==> src/rtl/tws_pkg.sv <==
package tws_pkg;
  localparam int BYTE_W = 8;

  // low nibble: bit0 active, bit1 busy, bit2 data, bit3 tx; high nibble: index
  typedef enum logic [7:0] {
    ST_OFF      = 8'h00,
    ST_IDLE     = 8'h10,
    ST_ADDR     = 8'h21,
    ST_ADDR_WT  = 8'h33,
    ST_ACK_DRV  = 8'h43,
    ST_RX       = 8'h55,
    ST_RX_WT    = 8'h67,
    ST_TX_WT    = 8'h7B,
    ST_TX       = 8'h8D,
    ST_TX_ACK   = 8'h9F,
    ST_HOLD     = 8'hA1
  } tws_state_e;
endpackage

==> src/rtl/tws_line_sync.sv <==
module tws_line_sync #(
  parameter int STAGES = 2
) (
  input  logic clk_i,
  input  logic rst_ni,
  input  logic scl_i,
  input  logic sda_i,
  output logic sda_o,
  output logic scl_rise_o,
  output logic scl_fall_o,
  output logic start_o,
  output logic stop_o
);
  localparam int MSB = STAGES - 1;

  logic [MSB:0] scl_sh, sda_sh;
  logic         scl_q, sda_q, scl_s;

  always_ff @(posedge clk_i or negedge rst_ni) begin
    if (!rst_ni) begin
      scl_sh <= '1;
      sda_sh <= '1;
      scl_q  <= 1'b1;
      sda_q  <= 1'b1;
    end else begin
      scl_sh <= {scl_sh[MSB-1:0], scl_i};
      sda_sh <= {sda_sh[MSB-1:0], sda_i};
      scl_q  <= scl_sh[MSB];
      sda_q  <= sda_sh[MSB];
    end
  end

  assign scl_s      = scl_sh[MSB];
  assign sda_o      = sda_sh[MSB];
  assign scl_rise_o = scl_s & ~scl_q;
  assign scl_fall_o = ~scl_s & scl_q;
  assign start_o    = scl_s & scl_q & sda_q & ~sda_o;
  assign stop_o     = scl_s & scl_q & ~sda_q & sda_o;
endmodule

==> src/rtl/tws_stretch_timer.sv <==
module tws_stretch_timer #(
  parameter int BIT_CYC = 8
) (
  input  logic clk_i,
  input  logic rst_ni,
  input  logic clr_i,
  input  logic start_i,
  output logic armed_o,
  output logic expired_o
);
  localparam int CW = $clog2(BIT_CYC + 1);

  logic [CW-1:0] cnt;
  logic          armed;

  always_ff @(posedge clk_i or negedge rst_ni) begin
    if (!rst_ni) begin
      armed <= 1'b0;
      cnt   <= '0;
    end else if (clr_i) begin
      armed <= 1'b0;
      cnt   <= '0;
    end else if (start_i && !armed) begin
      armed <= 1'b1;
      cnt   <= CW'(BIT_CYC - 1);
    end else if (armed && cnt != '0) begin
      cnt <= cnt - CW'(1);
    end
  end

  assign armed_o   = armed;
  assign expired_o = armed && (cnt == '0);
endmodule

==> src/rtl/tws_host_slave.sv <==
module tws_host_slave
  import tws_pkg::*;
#(
  parameter int BIT_CYC     = 8,
  parameter int SYNC_STAGES = 2
) (
  input  logic        clk_i,
  input  logic        rst_ni,
  input  logic        en_i,
  input  logic        scl_i,
  input  logic        sda_i,
  output logic        scl_oe_o,
  output logic        sda_oe_o,
  input  logic        ack_cmd_i,
  input  logic        ack_val_i,
  input  logic        tx_cmd_i,
  input  logic [7:0]  tx_data_i,
  output logic        addr_vld_o,
  output logic        rx_vld_o,
  output logic [7:0]  data_o,
  output logic        tx_req_o,
  output logic        tx_done_o,
  output logic        tx_ack_o,
  output logic [7:0]  state_o
);
  localparam int BCW = $clog2(BYTE_W);
  localparam logic [BCW-1:0] LAST_BIT = BCW'(BYTE_W - 1);

  tws_state_e         state;
  logic [BYTE_W-1:0]  shreg;
  logic [BCW-1:0]     bitcnt;
  logic               full, rw_q, ack_q, mack_q;
  logic               sda_s, scl_rise, scl_fall, start_det, stop_det;
  logic               in_wait, ack_wait, ack_take, tx_take, armed, expired;

  tws_line_sync #(.STAGES(SYNC_STAGES)) u_sync (
    .clk_i      (clk_i),
    .rst_ni     (rst_ni),
    .scl_i      (scl_i),
    .sda_i      (sda_i),
    .sda_o      (sda_s),
    .scl_rise_o (scl_rise),
    .scl_fall_o (scl_fall),
    .start_o    (start_det),
    .stop_o     (stop_det)
  );

  assign ack_wait = (state == ST_ADDR_WT) || (state == ST_RX_WT);
  assign in_wait  = ack_wait || (state == ST_TX_WT);
  assign ack_take = ack_cmd_i && ack_wait && !armed;
  assign tx_take  = tx_cmd_i && (state == ST_TX_WT) && !armed;

  tws_stretch_timer #(.BIT_CYC(BIT_CYC)) u_timer (
    .clk_i     (clk_i),
    .rst_ni    (rst_ni),
    .clr_i     (!in_wait),
    .start_i   (ack_take || tx_take),
    .armed_o   (armed),
    .expired_o (expired)
  );

  always_ff @(posedge clk_i or negedge rst_ni) begin
    if (!rst_ni) begin
      state      <= ST_OFF;
      shreg      <= '0;
      bitcnt     <= '0;
      full       <= 1'b0;
      rw_q       <= 1'b0;
      ack_q      <= 1'b0;
      mack_q     <= 1'b0;
      data_o     <= '0;
      addr_vld_o <= 1'b0;
      rx_vld_o   <= 1'b0;
      tx_done_o  <= 1'b0;
      tx_ack_o   <= 1'b0;
    end else begin
      addr_vld_o <= 1'b0;
      rx_vld_o   <= 1'b0;
      tx_done_o  <= 1'b0;
      if (!en_i) begin
        state  <= ST_OFF;
        bitcnt <= '0;
        full   <= 1'b0;
      end else if (state == ST_OFF) begin
        state <= ST_IDLE;
      end else if (start_det) begin
        state  <= ST_ADDR;
        bitcnt <= '0;
        full   <= 1'b0;
      end else if (stop_det) begin
        state <= ST_IDLE;
      end else begin
        unique case (state)
          ST_ADDR, ST_RX: begin
            if (scl_rise) begin
              shreg  <= {shreg[BYTE_W-2:0], sda_s};
              bitcnt <= bitcnt + BCW'(1);
              if (bitcnt == LAST_BIT) full <= 1'b1;
            end else if (scl_fall && full) begin
              full   <= 1'b0;
              data_o <= shreg;
              if (state == ST_ADDR) begin
                addr_vld_o <= 1'b1;
                rw_q       <= shreg[0];
                state      <= ST_ADDR_WT;
              end else begin
                rx_vld_o <= 1'b1;
                state    <= ST_RX_WT;
              end
            end
          end
          ST_ADDR_WT, ST_RX_WT: begin
            if (ack_take) ack_q <= ack_val_i;
            if (expired)  state <= ST_ACK_DRV;
          end
          ST_ACK_DRV: begin
            if (scl_fall) begin
              bitcnt <= '0;
              full   <= 1'b0;
              if (!ack_q)    state <= ST_HOLD;
              else if (rw_q) state <= ST_TX_WT;
              else           state <= ST_RX;
            end
          end
          ST_TX_WT: begin
            if (tx_take) shreg <= tx_data_i;
            if (expired) begin
              state  <= ST_TX;
              bitcnt <= '0;
            end
          end
          ST_TX: begin
            if (scl_fall) begin
              if (bitcnt == LAST_BIT) begin
                state <= ST_TX_ACK;
              end else begin
                shreg  <= {shreg[BYTE_W-2:0], 1'b0};
                bitcnt <= bitcnt + BCW'(1);
              end
            end
          end
          ST_TX_ACK: begin
            if (scl_rise) begin
              tx_done_o <= 1'b1;
              tx_ack_o  <= ~sda_s;
              mack_q    <= ~sda_s;
            end else if (scl_fall) begin
              state <= mack_q ? ST_TX_WT : ST_HOLD;
            end
          end
          default: ;
        endcase
      end
    end
  end

  always_comb begin
    unique case (state)
      ST_ADDR_WT, ST_RX_WT: sda_oe_o = armed && ack_q;
      ST_ACK_DRV:           sda_oe_o = ack_q;
      ST_TX_WT:             sda_oe_o = armed && !shreg[BYTE_W-1];
      ST_TX:                sda_oe_o = !shreg[BYTE_W-1];
      default:              sda_oe_o = 1'b0;
    endcase
  end

  assign scl_oe_o = in_wait;
  assign tx_req_o = (state == ST_TX_WT) && !armed;
  assign state_o  = state;
endmodule

==> config.mk <==
export PLATFORM = sky130hd
export DESIGN_NAME = tws_host_slave
export DESIGN_NICKNAME = d
export VERILOG_FILES = /design/src/rtl/tws_pkg.sv /design/src/rtl/tws_line_sync.sv /design/src/rtl/tws_stretch_timer.sv /design/src/rtl/tws_host_slave.sv
export SDC_FILE = /design/constraint.sdc
export NUM_CORES = 1
export LEC_CHECK = 0
export BUFFER_PORTS_ARGS = -buffer_cell sky130_fd_sc_hd__buf_4
export CAP_MARGIN = 20
export CORE_ASPECT_RATIO = 0.9
export CORE_MARGIN = 5
export CORE_UTILIZATION = 43
export CTS_CLUSTER_DIAMETER = 150
export DETAILED_ROUTE_END_ITERATION = 8
export GPL_TIMING_DRIVEN = 0
export HOLD_SLACK_MARGIN = 0.1
export PLACE_DENSITY = 0.7
export SLEW_MARGIN = 5
export SYNTH_ARGS = -nofsm -noshare
export SYNTH_HDL_FRONTEND = slang
export SYNTH_SLANG_ARGS = --single-unit
export TNS_END_PERCENT = 100
==> constraint.sdc <==
create_clock -name clk_i -period 5.2 [get_ports clk_i]
set_clock_uncertainty 0.05 [all_clocks]
set_input_delay 0.78 -clock clk_i [delete_from_list [all_inputs] [get_ports clk_i]]
set_output_delay 0.78 -clock clk_i [all_outputs]
set_load 0.03 [all_outputs]
; ---- Word-level counts from Yosys, hierarchy flattened
; Cells that the tools add are included.
[totals]
output_inout_bits = 23
latchBits = 0
n_memories = 0
rom_bits = 0
inputBits = 16
ramBits = 0
word_cells = 170
ff_bits = 45
[op_classes]
mux = 70
n_lt_le_gt_ge = 0
shift = 0
n_eq_ne = 36
add_sub_neg = 2
mul = 0
n_reduce_logical = 30
div = 0
bitwise_logic = 15
[op_table]
columns = operator, count
row1 = 2-to-1 mux 8 bit, 19
row2 = "!= test 6 bit, second input constant", 9
row3 = case mux 8 bit (6 select lines), 1
row4 = "== test 8 x 7 -> 1 bit, second input constant", 4
row5 = 2-to-1 mux 1 bit, 32
row6 = 2-to-1 mux 3 bit, 9
row7 = case mux 8 bit (3 select lines), 1
row8 = "!= test 4 bit, second input constant", 5
row9 = AND reduction 6 bit, 3
row10 = "== test 8 x 6 -> 1 bit, second input constant", 2
row11 = "== test 8 bit, second input constant", 2
row12 = AND reduction 8 bit, 2
row13 = 2-to-1 mux 4 bit, 3
row14 = case mux 3 bit (4 select lines), 1
row15 = logical AND 1 bit, 11
row16 = "!= test 10 x 1 -> 1 bit, second input constant", 1
row17 = "!= test 2 bit, second input constant", 5
row18 = "!= test 5 bit, second input constant", 2
row19 = AND reduction 10 bit, 1
row20 = AND reduction 9 bit, 1
row21 = logical NOT 8 bit, 1
row22 = inverter 1 bit, 8
row23 = bitwise AND 1 bit, 7
row24 = 2-to-1 mux 7 bit, 1
row25 = other kinds (18), 22

; ---- Longest topological paths before layout
[depth]
depth_word = 10
depth_mapped = 9
mapped_depth_nobuf = 8

; ---- Cells and area by module
; A second synthesis with hierarchy kept.
[hier_totals]
cells_unflattened = 257
hier_area_um2 = 2608.8
[modules_own_cells]
columns = mod, instances, cells_per_inst, area_each_um2
row1 = tws_host_slave, 1, 222, 2109.5
row2 = tws_stretch_timer, 1, 25, 309.0
row3 = tws_line_sync, 1, 10, 190.2

; ---- Worst setup path after synthesis
; No wires, ideal clock.
[synth_path]
path_type = register to output
start = register state[1], in the netlist state_o[1]
end = output port sda_oe_o
slack_ps = 2099
t_arrival_ps = 2271
path_stages_with_launch = 9
cell_sequence = dfrtp_1 > buf_2 > and4b_1 > buf_6 > and4_4 > clkbuf_2 > clkbuf_1 > a31oi_1 > o22ai_1
[synth_between]
elab_chain_cells = 3
word_cells_on_any_way = 7
[synth_rtl]
columns = item, line
row1 = "start, declared", tws_host_slave.sv:29  ; tws_state_e state;
row2 = "start signal, assigned", tws_host_slave.sv:148  ; state <= mack_q ? ST_TX_WT : ST_HOLD;
row3 = == test 8 x 6 -> 1 bit / == test 8 x 7 -> 1 bit (equally long branches), tws_host_slave.sv:158  ; unique case (state)
row4 = OR reduction 2 bit, tws_host_slave.sv:158
row5 = case mux 1 bit (4 select lines) (*), tws_host_slave.sv:158
row6 = "end, declared", tws_host_slave.sv:13  ; output logic sda_oe_o,
; Mark *: on every way between the ends. The rest lies on a longest branch, timed or not.

; ---- Worst setup path in the final report
; Ends and elaborated chain as after synthesis.

==> metrics.yaml <==
status: "finished, final reports clean"
synth_xor_area_share_pct: 1.04
syn_to_final_growth_pct: 18.6
cts_made_buffers: 5
overflow: 0
finalSetupViolCount: 0
synthAdderAreaFrac_pct: 1.99
avgRoutedWirePerCell_um: 16.2
cts_sinks: 45
grt_usage_pct: 16.3
max_freq_mhz: 297
path_class: "reg2out"
synth-edff-count: 0
hold_buffers: 0
synth_common_cells: "nand2_1 (42), dfrtp_1 (39), mux2_2 (12)"
hold_start: "u_sync.sda_sh[0]"
ant_nets: 0
stdcell_count: 365
synth_top_family_by_area: "simple AND/OR/NAND/NOR gates"
ctsResizeCount: 0
vias: 2099
fp.dieW_um: 90.6
finalNetCount: 314
drc_errors: 0
seq_area_frac_synth_pct: 45.1
synth-seq-cells: 45
postCtsSetupBuffers: 0
finalCriticalPeriod_ns: 3.37
synth_area_leaders: "dfrtp_1 (39%), dfstp_2 (6.3%), nand2_1 (6.3%)"
async_reset_ff_share_pct: 100
end_kind: "output port"
grt_antenna_before_repair: 0
drt_iter0_drc: 130
finalHoldViolCount: 0
grt_max_degree: 46
final_area_um2: 2980
rows: 26
finalMaxSlewViolations: 0
tns_ns: 0
port_buffers: 38
post-route-util_pct: 52.4
hp-class: "reg2reg"
tightest_slew_ns: 0.751
pre_cts_slack_ns: 2.17
synth_top_area_cell: "dfrtp_1"
power-per-cell-area_nw_per_um2: 233
fin_crit_sh_pct: 64.8
synth_compound_area_share_pct: 13.5
power_leakage_nw: 1.43
clock_path_buffers: 2
fin_ws_ns: 1.83
diodes: 0
syn_area_per_cell_um2: 10.1
grt_pass1_wl_um: 9620
drive_above_1_share_pct: 30.2
avgViaCountPerCell: 5.75
die_area_um2: 7480
ys.flop_type: "dfrtp_1"
synthMostInstantiatedCell: "nand2_1"
synth.distinct_cells: 63
syn_inst: 249
required_ns: 4.37
cts-htree-levels: 2
syn_nets: 269
syn_area_um2: 2510
ioPinCount: 39
start_util_pct: 44.2
synth-simple-area-share_pct: 24.6
startpoint_type: "flip-flop"
crit_arrival_ns: 2.54
ys_warn_count: 0
core_area_um2: 5690
dp_hpwl_um: 4240
postPlaceCellArea_um2: 2890
clock_latency_ns: 0.31
wl_um: 5920
first_pass_iters: 4
r2r-start: "state_o[6]"
synthMuxAreaShare_pct: 9.35
slew_headroom_pct: 49.8
max_cap_viol_count: 0
rsz0062_at_grt: "false"
startpoint: "state_o[1]"
synth_top_cell_area_share_pct: 38.8
gp_congestion: 0.877
die_y_um: 82.6
cts_tree: "yes"
cts.clk_slew.worst_paths_ns: 0.09
crit_fanout: 10
dp_cells: 357
ir_drop_mv: 0.119
cts-root-buf: "clkbuf_8"
grt_pass1_vias: 1975
-- state kept, by name, summed over array words and instances (netlist names) --
register and flops:
data_o 8, u_sync.sda_q 1, bitcnt 3, u_timer.armed_o 1, u_sync.sda_sh 2, rw_q 1, u_sync.scl_sh 2, addr_vld_o 1
state_o 8, mack_q 1, rx_vld_o 1, shreg 8, full 1, tx_done_o 1, u_sync.scl_q 1, u_timer.cnt 4
ack_q 1
-- path summary, 6_finish.rpt --
check,end,slack [ns],cells past startpoint
worst max register to register,state_o[3],2.63,8
max in group asynchronous,u_sync.sda_q,4.29,1
worst min register to register,u_sync.sda_sh[1],0.31,0
worst min-delay path,u_sync.sda_sh[1],0.31,0
worst max-delay path,sda_oe_o,1.83,9
min in group asynchronous,ack_q,0.41,1
-- metrics by stage --
step	hold WS [ns]	power, W
after floorplan	0.295	0.000434
after global placement	0.296	0.000472
after detailed placement	0.297	0.000472
after CTS	0.311	0.000705
after global routing	0.315	0.000731
final	0.310	0.000696
-- logic make-up after synthesis --
family	after synthesis
flip-flops	45
XOR/XNOR	3
buffers and inverters	21
adder cells (fa/ha/maj)	4
AND/OR/NAND/NOR	107
multiplexers	21
AO/OA/AOI/OAI	48
-- metal layers --
layer  up-vias  track usage (%)  share of wire [%]
met5         -                0                  0
met4         0             7.89                2.4
met2        70             25.5                 44
met1      1019             21.4                 48
met3        12             3.80                5.8
li1        998                -                  -
-- area by class of cell --
cell class / instances / area, µm²
inverters: 8 / 30.0
clock inverters: 3 / 25.0
fillers: 520 / 2710
multi-input cells: 183 / 1270
flip-flops and latches: 45 / 1130
plain buffers: 13 / 81.3
clock buffers: 5 / 68.8
repair buffers: 38 / 285
well taps: 70 / 87.6
-- power breakdown --
| part | switching, W | internal [W] |
|---|---|---|
| Sequential | 0.00000917 | 0.000358 |
| Combinational | 0.0000642 | 0.0000347 |
| Clock | 0.000132 | 0.0000971 |
| Total | 0.000206 | 0.000490 |
-- worst max-delay path: stages (launching register included) --
cell and delay (ns):
dfrtp_1 0.34, buf_2 0.20, and4b_1 0.24, buf_6 0.12, and4_4 0.20, clkbuf_2 0.17, clkbuf_1 0.42, a31oi_1 0.15
o22ai_1 0.18, buf_4 0.19
-- cell usage in the layout (no fill, tap or decap), drive strengths merged, types with 2 or more instances in the layout --
cell     synthesis  layout
and2             3       3
nand3            4       4
nand2b           3       3
buf              8      46
a211oi           4       4
nor3            10      10
nand4b           3       3
nor4             5       5
a2111oi          3       3
and3             2       2
and4b            2       2
a31oi            5       5
and4             2       2
dfstp            6       6
dfrtp           39      39
nand4            5       5
a21o             2       2
a21oi            9       9
o21ai           10      10
mux2            20      20
o21a             2       2
nor2             8       8
o211ai           3       3
nor4b            2       2
nor2b            7       7
a22o             3       3
or3              3       3
o22ai            2       2
inv              8       9
nand2           43      43
clkbuf           5      10
xor2             2       2
ha               4       4
Power figures use the tool's default switching activity.
